## src/rtl/wdog_pkg.sv

```systemverilog
package wdog_pkg;
  localparam int LO_W  = 8;
  localparam int HI_W  = 7;
  localparam int CNT_W = LO_W + HI_W;

  // Count word produced by a refresh or an overflow: reload on top, zero low byte.
  function automatic logic [CNT_W-1:0] wd_start_word(input logic [HI_W-1:0] rel);
    return {rel, {LO_W{1'b0}}};
  endfunction

  function automatic logic wd_at_top(input logic [CNT_W-1:0] cnt);
    return &cnt;
  endfunction

  function automatic logic [CNT_W-1:0] wd_step(input logic [CNT_W-1:0] cnt);
    return cnt + 1'b1;
  endfunction
endpackage

```

## src/rtl/wdog_div_stage.sv

```systemverilog
module wdog_div_stage #(
  parameter int DIV = 12
) (
  input  logic clk,
  input  logic rst_n,
  input  logic step_i,
  input  logic bypass_i,
  output logic pulse_o
);
  localparam int W = (DIV > 1) ? $clog2(DIV) : 1;
  localparam logic [W-1:0] LAST = W'(DIV - 1);

  logic [W-1:0] phase_q;

  always_ff @(posedge clk or negedge rst_n) begin
    if (!rst_n) begin
      phase_q <= '0;
    end else if (step_i) begin
      phase_q <= (phase_q == LAST) ? '0 : phase_q + 1'b1;
    end
  end

  // The stage keeps counting even while bypassed, so a change of selection
  // never lengthens the gap to the next pulse beyond one full division.
  assign pulse_o = step_i && (bypass_i || (phase_q == LAST));
endmodule

```

## src/rtl/wdog_prescaler.sv

```systemverilog
module wdog_prescaler #(
  parameter int BASE_DIV = 12,
  parameter int MID_DIV  = 2,
  parameter int SLOW_DIV = 16
) (
  input  logic clk,
  input  logic rst_n,
  input  logic half_rate_i,
  input  logic slow_rate_i,
  output logic tick_o
);
  localparam int NSTG = 3;
  localparam int STG_DIV [NSTG] = '{BASE_DIV, MID_DIV, SLOW_DIV};
  localparam int MAX_PERIOD = BASE_DIV * MID_DIV * SLOW_DIV;
  localparam int GAP_W = $clog2(MAX_PERIOD + 1) + 1;

  logic [NSTG:0]   chain;
  logic [NSTG-1:0] bypass;

  assign chain[0] = 1'b1;
  assign bypass   = {~slow_rate_i, ~half_rate_i, 1'b0};

  for (genvar g = 0; g < NSTG; g++) begin : g_stage
    wdog_div_stage #(.DIV(STG_DIV[g])) u_stage (
      .clk      (clk),
      .rst_n    (rst_n),
      .step_i   (chain[g]),
      .bypass_i (bypass[g]),
      .pulse_o  (chain[g+1])
    );
  end

  assign tick_o = chain[NSTG];

  // Cycles since the last enable, for the spacing check.
  logic [GAP_W-1:0] gap_q;
  always_ff @(posedge clk or negedge rst_n) begin
    if (!rst_n)      gap_q <= '0;
    else if (tick_o) gap_q <= '0;
    else             gap_q <= gap_q + 1'b1;
  end

  assert_tick_gap_R1: assert property (@(posedge clk) disable iff (!rst_n)
    gap_q <= GAP_W'(MAX_PERIOD));

  assert_tick_single_R2: assert property (@(posedge clk) disable iff (!rst_n)
    tick_o |=> !tick_o);
endmodule

```

## src/rtl/wdog_kick_seq.sv

```systemverilog
module wdog_kick_seq (
  input  logic clk,
  input  logic rst_n,
  input  logic kick_arm_i,
  input  logic kick_fire_i,
  output logic refresh_o
);
  logic armed_q;

  // Armed for exactly one cycle after a clean arm strobe; anything else disarms.
  always_ff @(posedge clk or negedge rst_n) begin
    if (!rst_n) armed_q <= 1'b0;
    else        armed_q <= kick_arm_i && !kick_fire_i;
  end

  assign refresh_o = armed_q && kick_fire_i;

  assert_refresh_order_R4: assert property (@(posedge clk) disable iff (!rst_n)
    refresh_o |-> ($past(kick_arm_i) && !$past(kick_fire_i)));

  assert_refresh_isolated_R4: assert property (@(posedge clk) disable iff (!rst_n)
    refresh_o |=> !refresh_o);
endmodule

```

## src/rtl/wdog_count.sv

```systemverilog
module wdog_count
  import wdog_pkg::*;
(
  input  logic            clk,
  input  logic            rst_n,
  input  logic            tick_i,
  input  logic            refresh_i,
  input  logic [HI_W-1:0] reload_i,
  output logic [CNT_W-1:0] count_o,
  output logic            wrap_o,
  output logic            timeout_o
);
  logic [CNT_W-1:0] cnt_q;
  logic             to_q;
  logic             wrap_ev;

  // A refresh in the same cycle as the last enable suppresses the overflow.
  assign wrap_ev = tick_i && !refresh_i && wd_at_top(cnt_q);

  always_ff @(posedge clk or negedge rst_n) begin
    if (!rst_n) begin
      cnt_q <= '0;
      to_q  <= 1'b0;
    end else begin
      to_q <= wrap_ev;
      if (refresh_i)    cnt_q <= wd_start_word(reload_i);
      else if (wrap_ev) cnt_q <= wd_start_word(reload_i);
      else if (tick_i)  cnt_q <= wd_step(cnt_q);
    end
  end

  assign count_o   = cnt_q;
  assign wrap_o    = wrap_ev;
  assign timeout_o = to_q;

  assert_refresh_load_R5: assert property (@(posedge clk) disable iff (!rst_n)
    refresh_i |=> (cnt_q[CNT_W-1:LO_W] == $past(reload_i)) && (cnt_q[LO_W-1:0] == '0));

  assert_hold_idle_R6: assert property (@(posedge clk) disable iff (!rst_n)
    (!tick_i && !refresh_i) |=> $stable(cnt_q));

  assert_pulse_single_R7: assert property (@(posedge clk) disable iff (!rst_n)
    to_q |=> !to_q);

  assert_pulse_source_R7: assert property (@(posedge clk) disable iff (!rst_n)
    to_q |-> ($past(cnt_q) == {CNT_W{1'b1}}) && $past(tick_i));

  assert_wrap_reload_R7: assert property (@(posedge clk) disable iff (!rst_n)
    to_q |-> (cnt_q == {$past(reload_i), {LO_W{1'b0}}}));
endmodule

```

## src/rtl/wdog_timer.sv

```systemverilog
module wdog_timer
  import wdog_pkg::*;
#(
  parameter int BASE_DIV = 12,
  parameter int MID_DIV  = 2,
  parameter int SLOW_DIV = 16
) (
  input  logic            clk,
  input  logic            rst_n,
  input  logic            half_rate_i,
  input  logic            slow_rate_i,
  input  logic [HI_W-1:0] reload_i,
  input  logic            kick_arm_i,
  input  logic            kick_fire_i,
  output logic            timeout_o
);
  logic             tick_w;
  logic             refresh_w;
  logic             wrap_w;
  logic [CNT_W-1:0] count_w;

  wdog_prescaler #(
    .BASE_DIV (BASE_DIV),
    .MID_DIV  (MID_DIV),
    .SLOW_DIV (SLOW_DIV)
  ) u_presc (
    .clk         (clk),
    .rst_n       (rst_n),
    .half_rate_i (half_rate_i),
    .slow_rate_i (slow_rate_i),
    .tick_o      (tick_w)
  );

  wdog_kick_seq u_kick (
    .clk         (clk),
    .rst_n       (rst_n),
    .kick_arm_i  (kick_arm_i),
    .kick_fire_i (kick_fire_i),
    .refresh_o   (refresh_w)
  );

  wdog_count u_count (
    .clk       (clk),
    .rst_n     (rst_n),
    .tick_i    (tick_w),
    .refresh_i (refresh_w),
    .reload_i  (reload_i),
    .count_o   (count_w),
    .wrap_o    (wrap_w),
    .timeout_o (timeout_o)
  );

  assert_wrap_needs_tick_R6: assert property (@(posedge clk) disable iff (!rst_n)
    wrap_w |-> (tick_w && !refresh_w && (count_w == {CNT_W{1'b1}})));

  assert_refresh_no_pulse_R5: assert property (@(posedge clk) disable iff (!rst_n)
    refresh_w |=> !timeout_o);
endmodule

```

## config.mk

```make
export PLATFORM = sky130hd
export DESIGN_NAME = wdog_timer
export DESIGN_NICKNAME = d
export VERILOG_FILES = /design/src/rtl/wdog_pkg.sv /design/src/rtl/wdog_div_stage.sv /design/src/rtl/wdog_prescaler.sv /design/src/rtl/wdog_kick_seq.sv /design/src/rtl/wdog_count.sv /design/src/rtl/wdog_timer.sv
export SDC_FILE = /design/constraint.sdc
export NUM_CORES = 1
export LEC_CHECK = 0
export BUFFER_PORTS_ARGS = -buffer_cell sky130_fd_sc_hd__buf_2
export CORE_MARGIN = 2
export CORE_UTILIZATION = 54
export DETAILED_ROUTE_END_ITERATION = 16
export PLACE_DENSITY = 0.74
export SLEW_MARGIN = 20
export SYNTH_ARGS = -nofsm -noshare
export SYNTH_HDL_FRONTEND = slang
export SYNTH_SLANG_ARGS = --single-unit
```

## constraint.sdc

```tcl
create_clock -name clk -period 2.62 [get_ports clk]
set_clock_uncertainty 0.15 [all_clocks]
set_input_delay 0.262 -clock clk [delete_from_list [all_inputs] [get_ports clk]]
set_output_delay 0.262 -clock clk [all_outputs]
set_load 0.1 [all_outputs]
```

* Word level (Yosys, flattened, before mapping)
Cells that the tools add are included.
** Word-level totals
- Word-level logic and storage cells :: 32
- Register bits after elaboration :: 26
** Cells by class
- Reductions and logical operators :: 12
- Multiplexer cells :: 6
- Equality and inequality tests :: 2
- Add/subtract/negate cells :: 4
- Bitwise gates (word level) :: 2
** Operator list (number)
- 15-bit two-way mux :: 3
- 15-bit by 1-bit adder with 15-bit output, second input constant :: 1
- 15-bit AND reduction :: 1
- 4-bit by 1-bit adder with 4-bit output, second input constant :: 2
- 4-bit == test, second input constant :: 2
- 4-bit two-way mux :: 2
- 1-bit logical AND :: 6
- 3-bit nonzero test :: 1
- 1-bit logical NOT :: 2
- 1-bit logical OR :: 2
- 1-bit inverter :: 2
- 1-bit adder, second input constant :: 1
- 1-bit two-way mux :: 1

* Logic depth before layout (Yosys ltp)
- Depth in word-level cells :: 8
- Gate-level depth with buffers :: 8
- Depth with buffers taken out :: 6

* Hierarchy
Synthesis repeated with hierarchy kept, for this count alone.
** Second synthesis, totals
- Cell total of the unflattened synthesis :: 148
- Area, all modules :: 1420.1 µm²
** By module, submodules not included
- wdog_count :: times used 1, area each 915.9 µm², sequential area each 400.4 µm², cells each 102
- wdog_div_stage (u_presc.g_stage[0].u_stage) :: times used 1, area each 214.0 µm², sequential area each 100.1 µm², cells each 20
- wdog_div_stage (u_presc.g_stage[2].u_stage) :: times used 1, area each 192.7 µm², sequential area each 100.1 µm², cells each 16
- wdog_div_stage (u_presc.g_stage[1].u_stage) :: times used 1, area each 41.3 µm², sequential area each 25.0 µm², cells each 3
- wdog_kick_seq :: times used 1, area each 41.3 µm², sequential area each 25.0 µm², cells each 3
- wdog_prescaler :: times used 1, area each 15.0 µm², sequential area each 0.0 µm², cells each 4

* Worst setup path after synthesis
OpenSTA, ideal clock, no wires.
- Path kind :: flip-flop to flip-flop
- Start :: register u_presc.g_stage[2].u_stage.phase_q[0]
- End :: register u_count.cnt_q[13], in the netlist u_count.count_o[13]
- Path buffers :: 1
- Stages on the path, launching flop included :: 8
- Path slack :: 644 ps
- Data arrival time :: 1699 ps
- Setup time :: 127 ps
- Data required time :: 2343 ps
- Path through :: dfrtp_1 > ha_1 > and3_1 > o211a_2 > a21o_4 > buf_6 > nor3_1 > nor3_2
** On the way
- Word-level cells in the longest chain between the ends :: 7
- Elaborated cells on any way between the ends :: 8
- Classes of those cells :: 1 x eq/ne; 2 x mux; 5 x reduce/logical
** RTL lines
- start: declaration :: line wdog_div_stage.sv:13 : logic [W-1:0] phase_q;
- start signal: assignment :: line wdog_div_stage.sv:19 : phase_q <= (phase_q == LAST) ? '0 : phase_q + 1'b1;
- 4-bit == test (*) :: line wdog_div_stage.sv:25 : assign pulse_o = step_i && (bypass_i || (phase_q == LAST));
- 1-bit logical OR (*) :: line wdog_div_stage.sv:25
- 1-bit logical AND (*) :: line wdog_div_stage.sv:25
- 1-bit logical AND (2 in a row) :: line wdog_count.sv:18 : assign wrap_ev = tick_i && !refresh_i && wd_at_top(cnt_q);
- 15-bit two-way mux :: line wdog_count.sv:27 : else if (wrap_ev) cnt_q <= wd_start_word(reload_i);
- 15-bit two-way mux :: line wdog_count.sv:26 : if (refresh_i) cnt_q <= wd_start_word(reload_i);
- end signal: assignment :: line wdog_count.sv:26
- end signal: assignment :: line wdog_count.sv:27
- end signal: assignment :: line wdog_count.sv:28 : else if (tick_i) cnt_q <= wd_step(cnt_q);
- end: declaration :: line wdog_count.sv:13 : logic [CNT_W-1:0] cnt_q;
Every way passes the cells marked *; elsewhere a longest branch is shown, timed or not.
A chain may end at the register's enable or synchronous reset.

* Worst setup path in the final report
- Start :: register u_presc.g_stage[2].u_stage.phase_q[0]
- End :: register u_count.cnt_q[11], in the netlist u_count.count_o[11]
Same word-level chain as after synthesis.

==> results.py <==
metrics = {
    "outcome": {
        "status": "completed",
    },
    "routing": {
        "drtPass1Iterations": 4,
        "drc_errors": 0,
        "vias_per_cell": 6.10,
        "drt_iter0_markers": 28,
        "num_vias": 1104,
        "drtAntennaViolNets": 0,
        "wire_per_inst_um": 14.4,
        "postRouteWirelength_um": 2610,
    },
    "power_and_ir_drop": {
        "p_sw_mw": 0.181,
        "switching_share_pct": 24.8,
        "pwr-share-seq_pct": 62.1,
        "peakVddDrop_mv": 0.362,
        "p_int_mw": 0.548,
        "power.clock.fraction_pct": 27.8,
        "p_per_area_mw_per_mm2": 475,
        "comb_power_share_pct": 10.1,
        "leakagePower_nw": 0.679,
        "finalPower_mw": 0.729,
    },
    "yosys": {
        "synth_cell_types": 41,
        "synth-warning-count": 0,
        "synth_area_per_cell_um2": 10.2,
        "yosysSeqAreaShare_pct": 47.4,
        "synth_area_mm2": 0.00137,
        "syn_inst": 134,
        "synth-seq-cells": 26,
        "synth.area.top_cells": "dfrtp_1 47%, nor2_1 3.8%, xor2_1 3.8%",
        "yosysTopAreaCellShare_pct": 47.4,
        "syn_nets": 150,
        "yosysTopAreaCell": "dfrtp_1",
    },
    "sta": {
        "slew_violations": 0,
        "setup_violations": 0,
        "hold_violations": 0,
        "period_minus_slack_ps": 2180,
        "tightest_slew_ps": 561,
        "fin_hold_ws_ps": 10.1,
        "relSlewSlack_pct": 62.6,
        "rsz0062_at_grt": "false",
        "final.setup.tns_ps": 0,
        "fmax_ghz": 0.459,
        "fin_crit_sh_pct": 83.2,
    },
    "clock_network": {
        "post_cts_buffers": 0,
        "cts_tree": "yes",
        "clock_latency_ps": 320,
        "postCtsHoldBufs": 6,
        "cts_max_level": 1,
        "cts_root_buf": "clkbuf_4",
        "clk_pin_slew_ps": 140,
        "cts_inserted_buffers": 3,
        "cts_max_path_buffers": 2,
        "cts.sinks": 26,
        "cts.repair.resized": 0,
    },
    "hold_path": {
        "hp-start": "reload_i[0]",
        "hold_path_class": "input port to flop",
    },
    "floorplan": {
        "rows": 18,
        "core_mm2": 0.00243,
        "ios": 14,
        "dieArea_mm2": 0.00296,
        "initial_core_util_pct": 56.4,
        "fp.dieW_um": 54.4,
        "fp.dieH_um": 54.4,
    },
    "place": {
        "place_congestion": 0.858,
        "place_hpwl_um": 1860,
        "port_buffers": 13,
    },
    "grt": {
        "antenna_found_initial": 0,
        "grt-ovfl-total": 0,
        "grt_util_all_layers_pct": 20.8,
        "grt_max_degree": 27,
        "first_global_vias": 1027,
        "grt_pass1_wl_um": 4340,
    },
    "flow_run": {
        "cap_violations": 0,
    },
    "critical_path": {
        "timing.rr.start": "u_presc.g_stage[2].u_stage.phase_q[0]$_DFFE_PN0P_",
        "cp_max_fo": 14,
        "path_class": "flop to flop",
        "cp-start-kind": "flop",
        "crit_arrival_ps": 2260,
        "slowest_delay_ps": 450,
        "crit_path_end_kind": "flop",
        "crit_chain": "ha_1, and3_1, o211a_2, a21o_4, a32oi_1, a21bo_1",
        "cp-startpoint": "u_presc.g_stage[2].u_stage.phase_q[0]$_DFFE_PN0P_",
        "cpMaxStageDelayCell": "dfrtp_1",
        "critPathRequiredTime_ps": 2700,
    },
    "cells_and_area": {
        "fill_cells": 196,
        "drive_gt1_share_pct": 18.5,
        "ff_latch_area_um2": 651,
        "layout.nets": 168,
        "antennaDiodeCount": 0,
        "synthToLayoutAreaGrowth_pct": 11.9,
        "multi_input_area_um2": 676,
    },
}
## layout make-up
class / count / share of cell area, %
clock buffers: 4 / 2.36
inverters: 3 / 0.733
multi-input cells: 99 / 44.0
flip-flops and latches: 26 / 42.3
well taps: 30 / 2.44
repair buffers: 19 / 8.14
## path summary, 6_finish.rpt
path                                                                endpoint  slack [ps]  cells after the start
min in group asynchronous  u_presc.g_stage[2].u_stage.phase_q[2]$_DFFE_PN0P_         290                      2
max in group asynchronous                    u_count.count_o[11]$_DFFE_PN0P_        1660                      2
min                                           u_count.count_o[8]$_DFFE_PN0P_          10                      3
min reg2reg                   u_presc.g_stage[1].u_stage.phase_q$_DFFE_PN0N_         320                      1
max reg2reg                                  u_count.count_o[11]$_DFFE_PN0P_         440                      6
max                                          u_count.count_o[11]$_DFFE_PN0P_         440                      6
## stage by stage
| stage | area (um^2) | utilization, % | std cells | setup WS (ps) |
|---|---|---|---|---|
| 2_1_floorplan | 1370 | - | 134 | 644 |
| 3_3_place_gp | 1440 | 59.2 | 171 | 545 |
| 3_5_place_dp | 1440 | 59.2 | 171 | 479 |
| 4_1_cts | 1540 | 63.2 | 181 | 456 |
| 5_1_grt | 1540 | 63.2 | 181 | 321 |
| 6_report | 1540 | 63.2 | 181 | 440 |
## routing by layer
| layer | up-vias | GRT usage [%] | routed length [um] |
|---|---|---|---|
| met4 | 0 | 12.1 | 63 |
| li1 | 520 | - | - |
| met2 | 39 | 34.1 | 1230 |
| met5 | - | 0 | 0 |
| met3 | 8 | 2.46 | 115 |
| met1 | 537 | 26.3 | 1210 |
## logic make-up after synthesis
family | count (synthesis) | synth area share [%]
simple gates | 55 | 21.4
compound gates | 26 | 14.8
flops | 26 | 47.4
xor+xnor | 11 | 7.02
buf+inv | 9 | 3.37
mux | 4 | 3.28
fa+ha+maj | 3 | 2.74
## Yosys cell counts, drive strengths merged
master,number
a32oi,1
clkbuf,3
a21o,2
o32ai,2
and4,2
a311oi,1
buf,3
a32o,1
nand4,3
mux2,4
o2111ai,1
o211ai,1
and4bb,1
xor2,6
nor3,6
a22o,1
nor4,3
ha,3
xnor2,5
nand3,6
nand2,12
and2,2
a221o,2
dfrtp,26
a21bo,1
a211oi,2
inv,3
a21oi,3
nor2,14
and3,2
nor2b,1
and3b,1
o21ai,7
nand2b,2
o211a,1
## critical path, delay by kind of cell, from the launching register on
kind | cells | cell delay (ps)
and+or+nand+nor | 1 | 230
AOI/OAI and AO/OA | 4 | 1020
adders and majority gates | 1 | 240
DFF | 1 | 450
## cell usage in the layout (no fill, tap or decap), types with 4 or more instances in the layout
master / count
buf_2: 13
dfrtp_1: 26
dlygate4sd3_1: 6
mux2_2: 4
nand2_1: 12
nand3_1: 6
nor2_1: 14
nor3_1: 4
o21ai_1: 4
xnor2_1: 5
xor2_1: 6
## power groups by stage
stage | Combinational (mW) | Sequential, mW | Clock, mW
3_3_place_gp | 0.0629 | 0.458 | 0
5_1_grt | 0.0820 | 0.456 | 0.225
2_1_floorplan | 0.0434 | 0.452 | 0
3_5_place_dp | 0.0676 | 0.459 | 0
4_1_cts | 0.0744 | 0.451 | 0.212
6_report | 0.0735 | 0.453 | 0.203
## sequential cells by signal, summed over array words and instances (netlist names)
name and flops:
u_presc.g_stage.u_stage.phase_q 9, u_kick.armed_q 1, u_count.count_o 15, u_count.timeout_o 1
Note: power is estimated with default switching activity, not from simulation.
